`src/rtl/pin_irq_pkg.sv`:
```
package pin_irq_pkg;
  localparam int unsigned REG_AW = 8;
  localparam logic [REG_AW-1:0] OFF_DIR   = 8'h58;
  localparam logic [REG_AW-1:0] OFF_PULL  = 8'h59;
  localparam logic [REG_AW-1:0] OFF_LEVEL = 8'h5A;
  localparam logic [REG_AW-1:0] OFF_POL   = 8'h5B;
  localparam logic [REG_AW-1:0] OFF_IEN   = 8'h5D;
  localparam logic [REG_AW-1:0] OFF_FLAG  = 8'h5F;
endpackage

```
`src/rtl/pin_irq_sync.sv`:
```
module pin_irq_sync #(
  parameter int unsigned WIDTH  = 8,
  parameter int unsigned STAGES = 2
) (
  input  logic             clk_i,
  input  logic             rst_ni,
  input  logic [WIDTH-1:0] pin_i,
  output logic [WIDTH-1:0] lvl_o,
  output logic [WIDTH-1:0] prev_o
);
  logic [WIDTH-1:0] stage_q [STAGES];
  logic [WIDTH-1:0] prev_q;

  always_ff @(posedge clk_i or negedge rst_ni) begin
    if (!rst_ni) begin
      for (int s = 0; s < STAGES; s++) stage_q[s] <= '0;
      prev_q <= '0;
    end else begin
      stage_q[0] <= pin_i;
      for (int s = 1; s < STAGES; s++) stage_q[s] <= stage_q[s-1];
      prev_q <= stage_q[STAGES-1];
    end
  end

  assign lvl_o  = stage_q[STAGES-1];
  assign prev_o = prev_q;
endmodule

```
`src/rtl/pin_irq_regs.sv`:
```
module pin_irq_regs
  import pin_irq_pkg::*;
#(
  parameter int unsigned N_PINS = 8
) (
  input  logic              clk_i,
  input  logic              rst_ni,
  input  logic              req_i,
  input  logic              we_i,
  input  logic [REG_AW-1:0] addr_i,
  input  logic [N_PINS-1:0] wdata_i,
  output logic [N_PINS-1:0] rdata_o,
  input  logic [N_PINS-1:0] lvl_i,
  input  logic [N_PINS-1:0] flag_i,
  output logic [N_PINS-1:0] dir_o,
  output logic [N_PINS-1:0] pull_o,
  output logic [N_PINS-1:0] pol_o,
  output logic [N_PINS-1:0] ien_o,
  output logic [N_PINS-1:0] clr_o
);
  logic wr, rd;
  logic [N_PINS-1:0] dir_q, pull_q, pol_q, ien_q;

  assign wr = req_i & we_i;
  assign rd = req_i & ~we_i;

  always_ff @(posedge clk_i or negedge rst_ni) begin
    if (!rst_ni) begin
      dir_q  <= '0;
      pull_q <= '0;
      pol_q  <= '0;
      ien_q  <= '0;
    end else if (wr) begin
      unique case (addr_i)
        OFF_DIR:  dir_q  <= wdata_i;
        OFF_PULL: pull_q <= wdata_i;
        OFF_POL:  pol_q  <= wdata_i;
        OFF_IEN:  ien_q  <= wdata_i;
        default: ;
      endcase
    end
  end

  assign clr_o = (wr && addr_i == OFF_FLAG) ? wdata_i : '0;

  always_comb begin
    rdata_o = '0;
    if (rd) begin
      unique case (addr_i)
        OFF_DIR:   rdata_o = dir_q;
        OFF_PULL:  rdata_o = pull_q;
        OFF_LEVEL: rdata_o = lvl_i;
        OFF_POL:   rdata_o = pol_q;
        OFF_IEN:   rdata_o = ien_q;
        OFF_FLAG:  rdata_o = flag_i;
        default:   rdata_o = '0;
      endcase
    end
  end

  assign dir_o  = dir_q;
  assign pull_o = pull_q;
  assign pol_o  = pol_q;
  assign ien_o  = ien_q;

  AST_IDLE_BUS_READS_ZERO: assert property (@(posedge clk_i) disable iff (!rst_ni)
    !rd |-> rdata_o == '0);
  AST_CTRL_ONLY_ON_WRITE: assert property (@(posedge clk_i) disable iff (!rst_ni)
    !$past(wr) |-> ($stable(dir_q) && $stable(pol_q) && $stable(ien_q) && $stable(pull_q)));
endmodule

```
`src/rtl/pin_irq_edge.sv`:
```
module pin_irq_edge #(
  parameter int unsigned N_PINS = 8
) (
  input  logic              clk_i,
  input  logic              rst_ni,
  input  logic [N_PINS-1:0] lvl_i,
  input  logic [N_PINS-1:0] prev_i,
  input  logic [N_PINS-1:0] dir_i,
  input  logic [N_PINS-1:0] pol_i,
  input  logic [N_PINS-1:0] clr_i,
  output logic [N_PINS-1:0] flag_o
);
  logic [N_PINS-1:0] det, flag_q;

  for (genvar i = 0; i < N_PINS; i++) begin : g_pin
    logic rise, fall;
    assign rise   = lvl_i[i] & ~prev_i[i];
    assign fall   = ~lvl_i[i] & prev_i[i];
    // edge history uses raw level so a polarity flip cannot fake an edge
    assign det[i] = ~dir_i[i] & (pol_i[i] ? rise : fall);

    always_ff @(posedge clk_i or negedge rst_ni) begin
      if (!rst_ni) flag_q[i] <= 1'b0;
      else         flag_q[i] <= (flag_q[i] & ~clr_i[i]) | det[i];
    end

    AST_SET_NEEDS_LEVEL_CHANGE: assert property (@(posedge clk_i) disable iff (!rst_ni)
      (flag_q[i] && !$past(flag_q[i])) |-> $past(lvl_i[i] != prev_i[i]));
    AST_SET_MATCHES_POLARITY: assert property (@(posedge clk_i) disable iff (!rst_ni)
      (flag_q[i] && !$past(flag_q[i])) |-> $past(pol_i[i] == lvl_i[i]));
    AST_OUTPUT_PIN_NO_SET: assert property (@(posedge clk_i) disable iff (!rst_ni)
      ($past(dir_i[i]) && !$past(flag_q[i])) |-> !flag_q[i]);
    AST_CLEAR_WITHOUT_EDGE: assert property (@(posedge clk_i) disable iff (!rst_ni)
      ($past(clr_i[i]) && !$past(det[i])) |-> !flag_q[i]);
    AST_EDGE_BEATS_CLEAR: assert property (@(posedge clk_i) disable iff (!rst_ni)
      $past(det[i]) |-> flag_q[i]);
  end

  assign flag_o = flag_q;
endmodule

```
`src/rtl/pin_edge_irq.sv`:
```
module pin_edge_irq
  import pin_irq_pkg::*;
#(
  parameter int unsigned N_PINS      = 8,
  parameter int unsigned SYNC_STAGES = 2
) (
  input  logic              clk_i,
  input  logic              rst_ni,
  input  logic [N_PINS-1:0] pin_i,
  input  logic              req_i,
  input  logic              we_i,
  input  logic [REG_AW-1:0] addr_i,
  input  logic [N_PINS-1:0] wdata_i,
  output logic [N_PINS-1:0] rdata_o,
  output logic [N_PINS-1:0] pull_up_en_o,
  output logic [N_PINS-1:0] pull_dn_en_o,
  output logic              irq_o
);
  logic [N_PINS-1:0] lvl, prev, dir, pull, pol, ien, clr, flag;
  logic irq_q;

  pin_irq_sync #(.WIDTH(N_PINS), .STAGES(SYNC_STAGES)) u_sync (
    .clk_i, .rst_ni, .pin_i, .lvl_o(lvl), .prev_o(prev)
  );

  pin_irq_regs #(.N_PINS(N_PINS)) u_regs (
    .clk_i, .rst_ni, .req_i, .we_i, .addr_i, .wdata_i, .rdata_o,
    .lvl_i(lvl), .flag_i(flag),
    .dir_o(dir), .pull_o(pull), .pol_o(pol), .ien_o(ien), .clr_o(clr)
  );

  pin_irq_edge #(.N_PINS(N_PINS)) u_edge (
    .clk_i, .rst_ni, .lvl_i(lvl), .prev_i(prev),
    .dir_i(dir), .pol_i(pol), .clr_i(clr), .flag_o(flag)
  );

  assign pull_up_en_o = pull & ~dir & ~pol;
  assign pull_dn_en_o = pull & ~dir &  pol;

  always_ff @(posedge clk_i or negedge rst_ni) begin
    if (!rst_ni) irq_q <= 1'b0;
    else         irq_q <= |(flag & ien);
  end
  assign irq_o = irq_q;

  AST_IRQ_ONE_CYCLE_BEHIND: assert property (@(posedge clk_i) disable iff (!rst_ni)
    irq_o == $past(|(flag & ien)));
  AST_PULLS_EXCLUSIVE: assert property (@(posedge clk_i) disable iff (!rst_ni)
    (pull_up_en_o & pull_dn_en_o) == '0);
  AST_NO_PULL_ON_OUTPUT: assert property (@(posedge clk_i) disable iff (!rst_ni)
    ((pull_up_en_o | pull_dn_en_o) & dir) == '0);
endmodule

```
`config.mk`:
```
export PLATFORM = sky130hd
export DESIGN_NAME = pin_edge_irq
export DESIGN_NICKNAME = d
export VERILOG_FILES = /design/src/rtl/pin_irq_pkg.sv /design/src/rtl/pin_irq_sync.sv /design/src/rtl/pin_irq_regs.sv /design/src/rtl/pin_irq_edge.sv /design/src/rtl/pin_edge_irq.sv
export SDC_FILE = /design/constraint.sdc
export NUM_CORES = 1
export LEC_CHECK = 0
export ABC_AREA = 1
export BUFFER_PORTS_ARGS = -buffer_cell sky130_fd_sc_hd__buf_2
export CAP_MARGIN = 30
export CORE_ASPECT_RATIO = 1.75
export CORE_MARGIN = 4
export CORE_UTILIZATION = 35
export CTS_BUF_LIST = sky130_fd_sc_hd__clkbuf_16
export DETAILED_ROUTE_END_ITERATION = 6
export GPL_TIMING_DRIVEN = 0
export PLACE_DENSITY = 0.5
export SYNTH_ARGS = -nofsm -noshare
export SYNTH_HDL_FRONTEND = slang
export SYNTH_SLANG_ARGS = --single-unit
```
`constraint.sdc`:
```
create_clock -name clk_i -period 1.2 [get_ports clk_i]
set_input_delay 0.12 -clock clk_i [delete_from_list [all_inputs] [get_ports clk_i]]
set_output_delay 0.12 -clock clk_i [all_outputs]
set_load 0.02 [all_outputs]
```
==> results of run 1 <==
## logic make-up after synthesis
kind of cell | Yosys count | share of synthesized area, %
compound gates | 60 | 10.9
buf+inv | 39 | 6.83
simple gates | 187 | 31.2
flops | 65 | 51.0
## worst reg2reg max path, stage by stage, from the launching register on
cell,delay (ns)
dfrtp_1,0.39
buf_4,0.14
buf_4,0.12
a22o_1,0.25
a21oi_1,0.13
nand3_1,0.08
## sequential cells by signal, summed over array words and instances (netlist names)
name and cells:
u_regs.pull_o 8, u_regs.dir_o 8, u_regs.pol_o 8, u_regs.ien_o 8, u_edge.flag_o 8, irq_o 1, u_sync.prev_o 8, u_sync.lvl_o 8
u_sync.stage_q 8
## area by class of cell
cell class	instances	area [sq um]
Buffer	9	124
Sequential cell	65	1630
Inverter	30	118
Multi-Input combinational cell	247	1650
Clock buffer	9	225
Timing Repair Buffer	120	1030
Fill cell	826	3810
Clock inverter	7	55.1
Tap cell	117	146
## metrics by stage
stage / cell area (sq um) / cells
after floorplan: 3210 / 351
after global placement: 3620 / 520
after detailed placement: 3620 / 520
after CTS: 4420 / 575
after global routing: 4970 / 604
final: 4970 / 604
## repair_timing
item	CTS	global route
hold endpoints to repair	73	0
hold buffers	9	0
cloned	0	2
pin swaps	29	39
setup buffers	30	28
resized for setup	63	74
endpoints found under the setup margin	24	35
## path summary, 6_finish.rpt
path                                                     end                          from  slack (ns)  cells after the start
min in group asynchronous       u_sync.stage_q[10]$_DFF_PN0_                        rst_ni        0.34                      2
worst max-delay path                              rdata_o[4]  u_regs.pull_o[4]$_DFFE_PN0P_       -0.17                      5
max in group asynchronous        u_regs.pol_o[1]$_DFFE_PN0P_                        rst_ni        0.38                      2
worst min register to register     u_sync.lvl_o[6]$_DFF_PN0_  u_sync.stage_q[14]$_DFF_PN0_        0.35                      0
worst max register to register               irq_o$_DFF_PN0_   u_regs.ien_o[6]$_DFFE_PN0P_       -0.01                      5
worst min-delay path            u_regs.pull_o[7]$_DFFE_PN0P_                    wdata_i[7]        0.06                      3
## Yosys cell counts, drive strengths merged
cell	number	share of area, %
nand2	70	9.6
dfrtp	65	51
nand3	65	10
o21ai	38	6.1
nor2	35	8.3
inv	30	3.5
a21oi	16	3.3
nor3	16	2.5
buf	9	3.3
a22o	3	0.82
o21a	2	0.47
nand4	1	0.67
o31ai	1	0.24
## metal layers
metal  wire, um  global-route usage, %
met1       4020                   23.6
met2       5310                   31.5
met3        431                   3.83
met4        239                   7.71
met5          0                      0
## power breakdown
group | internal (mW) | total [mW] | leakage (nW) | switching [mW]
clock network | 1.57 | 2.49 | 0.150 | 0.919
registers | 2.29 | 2.35 | 0.695 | 0.0641
logic | 0.276 | 0.633 | 1.58 | 0.358
## cell usage in the layout (no fill, tap or decap)
cell type,Yosys,final
clkinv_2,0,2
inv_4,0,2
nand2_8,0,1
buf_6,4,33
nor2_1,23,10
o21ai_0,16,15
o21ai_2,1,1
dfrtp_1,65,63
inv_2,2,15
nor3_4,0,6
nand3_1,65,40
nand2_4,4,6
nor3_2,0,9
nor3_1,16,1
o21ai_1,21,22
buf_2,0,26
buf_4,2,53
nand2_2,5,3
dfrtp_2,0,2
clkinv_1,0,1
bufinv_16,0,1
dlygate4sd3_1,0,9
nor2_2,2,14
buf_8,3,1
nand4_4,1,1
o31ai_1,1,1
nand2_1,61,60
a21oi_1,9,9
inv_1,28,16
nor2_8,6,6
buf_12,0,5
a22o_1,3,3
nand3_2,0,25
nor2_4,4,5
o21a_1,2,2
clkbuf_16,0,11
a21oi_2,7,7
==> summary.md, run 1 <==
| Metric | Value |
|---|---|
| Synthesis-to-layout area growth | `56.0%` |
| Outcome | `finished with violations` |
| Yosys Warn Count | `0` |
| Die area | `roughly 11000 sq um` |
| Worst EP required | `between 1 and 1.5 ns` |
| Most used cell, CP | `nand3_1` |
| Type of the worst min-delay path | `input port to flip-flop` |
| Clock sinks | `65` |
| Antenna violations before repair | `0` |
| Synth Instances | `roughly 350` |
| Clock latency on the worst-skew pair | `0.33 ns` |
| RSZ-0062 raised after global routing | `true` |
| Max incr delay on CP | `approximately 0.40 ns` |
| P per Cell Area | `1100 nW/um^2` |
| CP arrival | `between 1 and 1.5 ns` |
| # diodes | `0` |
| Sum of negative setup slack | `-2.37 ns` |
| Pin count of the biggest net entering global routing | `66` |
| Register area share after synthesis | `about half` |
| Setup Skew | `0.00432 ns` |
| CP endpoint kind | `output pin` |
| Post-Syn Area | `around 3200 sq um` |
| Final WS setup | `-0.172 ns` |
| H-tree Lvls | `3` |
| Dpl hpwl | `between 6 and 7 mm` |
| Max-cap viol count | `0` |
| CP cell instances | `nand3_1 -> nand3_1 -> nor2_1 -> nor2_2 -> buf_6` |
| Vias post-DR | `approximately 3000` |
| Pre-CTS setup slack | `-0.336 ns` |
| Tmin final | `1.37 ns` |
| Final core occ | `a little under three fifths` |
| Crit path kind | `flip-flop to output pin` |
| Crit-path max FO | `2` |
| CP Launch Type | `flip-flop` |
| First-pass GRT wire length | `about 15 mm` |
| Die width | `80.2 um` |
| Crit-path slowest cell | `dfrtp_1` |
| Total power | `~5.5 mW` |
| Vias per cell | `4.96` |
| Starting Density | `36.3%` |
| WP buf/inv | `1` |
| CTS tree | `yes` |
| Drc violations | `0` |
| Hold WS | `0.0618 ns` |
| Final period util | `114%` |
| Core area | `8780 sq um` |
| F_max | `729 MHz` |
| Synth Area per Inst | `9.09 sq um` |
| Routed WL per cell | `roughly 17 um` |
| CTS max path bufs | `2` |
| Detailed router's first-iteration violation count | `between 150 and 200` |
| Post-layout nets | `about 500` |
| Syn_nets | `between 300 and 400` |
| Kind of cell adding the most delay to the critical path | `flip-flops` |
| Row cnt | `45` |
| I/O pins | `between 50 and 60` |
| Library cells used by synthesis | `24` |
| WL final | `approximately 10 mm` |
| GP Congestion | `0.797` |
| Share of cells above drive strength 1 | `around half` |
| Pleak | `2.42 nW` |
| DRT Pass-1 Iters | `4` |
| Setup Viol. Count Final | `25` |
| Failing checks | `setup timing` |
| Final hold violation count | `0` |
| Vias in the first global route | `between 2000 and 3000` |
| DRT antenna net count | `0` |
| #FFs+latches synth | `65` |
| Clock Pin Slew Worst Setup and Hold Paths | `~0.05 ns` |
| Worst VDD drop | `767 uV` |
| Cts bufs inserted | `9` |
| Rel. slew slack | `about 58%` |
| Port bufs | `52` |
| GRT overflow | `0` |
| Die Ht | `between 100 and 150 um` |
| Worst slew pin tran | `around 0.63 ns` |
| CTS Root Buffer Type | `clkbuf_16` |
| Global Route Usage Sum | `18.9%` |
| Max Slew Vio Count | `0` |
No activity file was read; power rests on OpenSTA's default activity.
==> run 2, diff against run 1 <==
- BUFFER_PORTS_ARGS: -buffer_cell sky130_fd_sc_hd__buf_2 -> -buffer_cell sky130_fd_sc_hd__buf_4
- HOLD_SLACK_MARGIN: default -> 0.1
- clock period: 1.2 -> 1.6 ns (I/O delays scaled with it)
==> run 2 against run 1 <==
Effect of this change:
- largest cell class is now flip-flops and latches
- sequential power decreased by 25%
- the run now ends clean
- critical path type is now input port to output pin
- global-route usage decreased by 0.98 points
- flip-flop and latch count unchanged
- final area decreased by 14%
- clock-buffer cell count unchanged
- combinational power decreased by 43%
==> summary.md, run 2 (same netlist as run 1, synthesis figures left out) <==
| Metric | Value |
|---|---|
| Outcome | `finished, final reports clean` |
| Worst Setup EP | `rdata_o[1]` |
| RSZ-0062 raised after global routing | `false` |
| Share of cells above drive strength 1 | `25.1% (-23 points)` |
| Rel. slew slack | `45.0% (-13 points)` |
| Design Area, Final | `4260 sq um (-14%)` |
| Clock latency on the worst-skew pair | `0.33 ns (about the same)` |
| I/O pins | `53 (unchanged)` |
| Crit path kind | `input port to output pin` |
| CP cell instances | `buf_4 -> inv_2 -> nand2_2 -> nor2_8 -> buf_8 -> buf_8 -> nand3_1 -> nand3_1 -> nor2_1 -> nor2_1 -> buf_4` |
| DRT antenna net count | `0 (unchanged)` |
| WL final | `9.08 mm (-9.3%)` |
| H-tree Lvls | `3 (unchanged)` |
| Die Ht | `134 um (unchanged)` |
| Global Route Usage Sum | `17.9% (-0.98 points)` |
| Row cnt | `45 (unchanged)` |
| Sw frac | `22.4% (-2.1 points)` |
| Worst VDD drop | `825 uV (+7.7%)` |
| F_max | `around 660 MHz` |
| Final period util | `between 90% and 100%` |
| Die area | `10800 sq um (unchanged)` |
| CTS tree | `yes` |
| GRT overflow | `0 (unchanged)` |
| P per Cell Area | `1020 nW/um^2 (-7.3%)` |
| Worst setup path start | `addr_i[5]` |
| Worst EP required | `1.44 ns (+0.36 ns)` |
| Type of the worst min-delay path | `input port to flip-flop` |
| R2R Setup Slk | `0.60 ns (+0.61 ns)` |
| Crit-path slowest cell | `buf_4` |
| Clock sinks | `65 (unchanged)` |
| First-pass GRT wire length | `14.5 mm (-4.0%)` |
| Starting Density | `36.3% (unchanged)` |
| Max Slew Vio Count | `0 (unchanged)` |
| Pin count of the biggest net entering global routing | `66 (unchanged)` |
| Post-layout nets | `462 (-9.4%)` |
| # diodes | `0 (unchanged)` |
| Routed WL per cell | `16.3 um (-1.4%)` |
| Pleak | `2.11 nW (-13%)` |
| Tmin final | `between 1.5 and 2 ns` |
| Worst slew pin tran | `0.824 ns (+0.192 ns)` |
| Detailed router's first-iteration violation count | `205 (+31%)` |
| GP Congestion | `0.798 (+0.14%)` |
| Port bufs | `52 (unchanged)` |
| Most frequent cells in the layout | `nand3_1 (65), dfrtp_1 (65), nand2_1 (61), buf_4 (57), inv_1 (28)` |
| Final WS setup | `0.0759 ns (+0.248 ns)` |
| Hold WS | `0.335 ns (+0.273 ns)` |
| Setup Skew | `0.00247 ns (-0.00185 ns)` |
| Kind of cell adding the most delay to the critical path | `buffers and inverters` |
| Antenna violations before repair | `0 (unchanged)` |
| Pre-CTS setup slack | `-0.0269 ns (+0.309 ns)` |
| Logic pwr share | `8.4% (-3.2 points)` |
| CP endpoint kind | `output pin` |
| Cts bufs inserted | `9 (unchanged)` |
| Max-cap viol count | `0 (unchanged)` |
| Die width | `80.2 um (unchanged)` |
| DP Area | `3730 sq um (+3.0%)` |
| Reg2reg start | `u_regs.ien_o[6]$_DFFE_PN0P_` |
| Sequential share of power | `40.7% (-2.3 points)` |
| Worst reg2reg path endpoint | `irq_o$_DFF_PN0_` |
| Sw Pwr | `0.973 mW (-27%)` |
| Clk pwr share | `51.0% (+5.6 points)` |
| Vias in the first global route | `2775 (-2.6%)` |
| Synthesis-to-layout area growth | `33.6%` |
| WP buf/inv | `5 (+4)` |
| Clock Pin Slew Worst Setup and Hold Paths | `0.05 ns (about the same)` |
| CTS max path bufs | `2 (unchanged)` |
| CTS Root Buffer Type | `clkbuf_16` |
| Worst R2R Path Depth | `3 (-2)` |
| CP arrival | `1.36 ns (+0.11 ns)` |
| Dpl hpwl | `6.12 mm (+0.23%)` |
| Vias post-DR | `2762 (-7.8%)` |
| Register area | `1630 sq um (-0.15%)` |
| Drc violations | `0 (unchanged)` |
| Final core occ | `48.5% (-8.1 points)` |
| Vias per cell | `4.97 (+0.11%)` |
| Setup Viol. Count Final | `0 (-100%)` |
| CP Launch Type | `input port` |
| Crit-path max FO | `10 (+8)` |
| Multi-input gate area | `1350 sq um (-18%)` |
| Critical path depth | `11 (+6)` |
| Final hold violation count | `0 (unchanged)` |
| DRT Pass-1 Iters | `4 (unchanged)` |
| Max incr delay on CP | `0.17 ns (-0.23 ns)` |
| Layout fillers | `897 (+8.6%)` |
| Core area | `8780 sq um (unchanged)` |
| P_int | `3.37 mW (-18%)` |
[run 2: cell types whose count changed in the layout (fill, tap and decap cells not counted), moves of 8 or more]
cell	before	now
nand3_2	25	0
nor3_1	1	16
dlygate4sd3_1	9	17
buf_2	26	0
inv_1	16	28
buf_6	33	4
nor2_2	14	2
nor2_1	10	22
inv_2	15	2
nand3_1	40	65
nor3_2	9	0
[run 2: power groups by stage]
stage / clock network, mW / logic (mW) / registers [mW]
after detailed placement: 0 / 0.330 / 1.80
after global placement: 0 / 0.327 / 1.79
after floorplan: 0 / 0.160 / 1.79
final: 2.21 / 0.363 / 1.77
after global routing: 2.31 / 0.403 / 1.78
after CTS: 2.24 / 0.367 / 1.77
[run 2: layout make-up]
type | instances | share of cell area, %
buffer | 9 | 2.47
timing repair buffer | 72 | 13.7
tap | 117 | 3.44
inverter | 30 | 2.64
clock buffer | 9 | 5.29
multi-input combinational | 247 | 31.7
clock inverter | 7 | 2.56
sequential | 65 | 38.2
[run 2: stage by stage]
stage / cells / setup TNS [ns] / power (mW)
final: 556 / 0 / 4.35
after global routing: 556 / 0 / 4.49
after CTS: 555 / 0 / 4.38
after detailed placement: 520 / -0.0845 / 2.13
after global placement: 520 / -0.0593 / 2.12
after floorplan: 351 / 0 / 1.95
[run 2: how the worst min path moves through the flow]
stage	from	end	slack [ns]	cells past startpoint
6_report	we_i	u_regs.dir_o[5]$_DFFE_PN0P_	0.33	4
5_1_grt	we_i	u_regs.dir_o[4]$_DFFE_PN0P_	0.34	4
4_1_cts	we_i	u_regs.dir_o[5]$_DFFE_PN0P_	0.32	4
3_5_place_dp	pin_i[6]	u_sync.stage_q[14]$_DFF_PN0_	0.27	1
3_3_place_gp	pin_i[6]	u_sync.stage_q[14]$_DFF_PN0_	0.27	1
2_1_floorplan	rst_ni	irq_o$_DFF_PN0_	-0.14	0
[run 2: timing repair]
action,in CTS,in global routing
pin swaps,1,2
setup buffers,2,1
resized for setup,1,1
setup endpoints to repair,6,7
hold buffers,17,0
hold endpoints to repair,91,0
[run 2: routing by layer]
layer,up-vias,routed length (um),track usage (%)
li1,1342,-,-
met1,1326,3690,22.2
met2,76,4790,30.4
met3,18,407,3.23
met4,0,186,7.24
met5,-,0,0
[run 2: worst min-delay path, stage by stage]
cell and delay (ns):
buf_4 0.13, nand4_4 0.18, nor2_1 0.07, a21oi_2 0.08
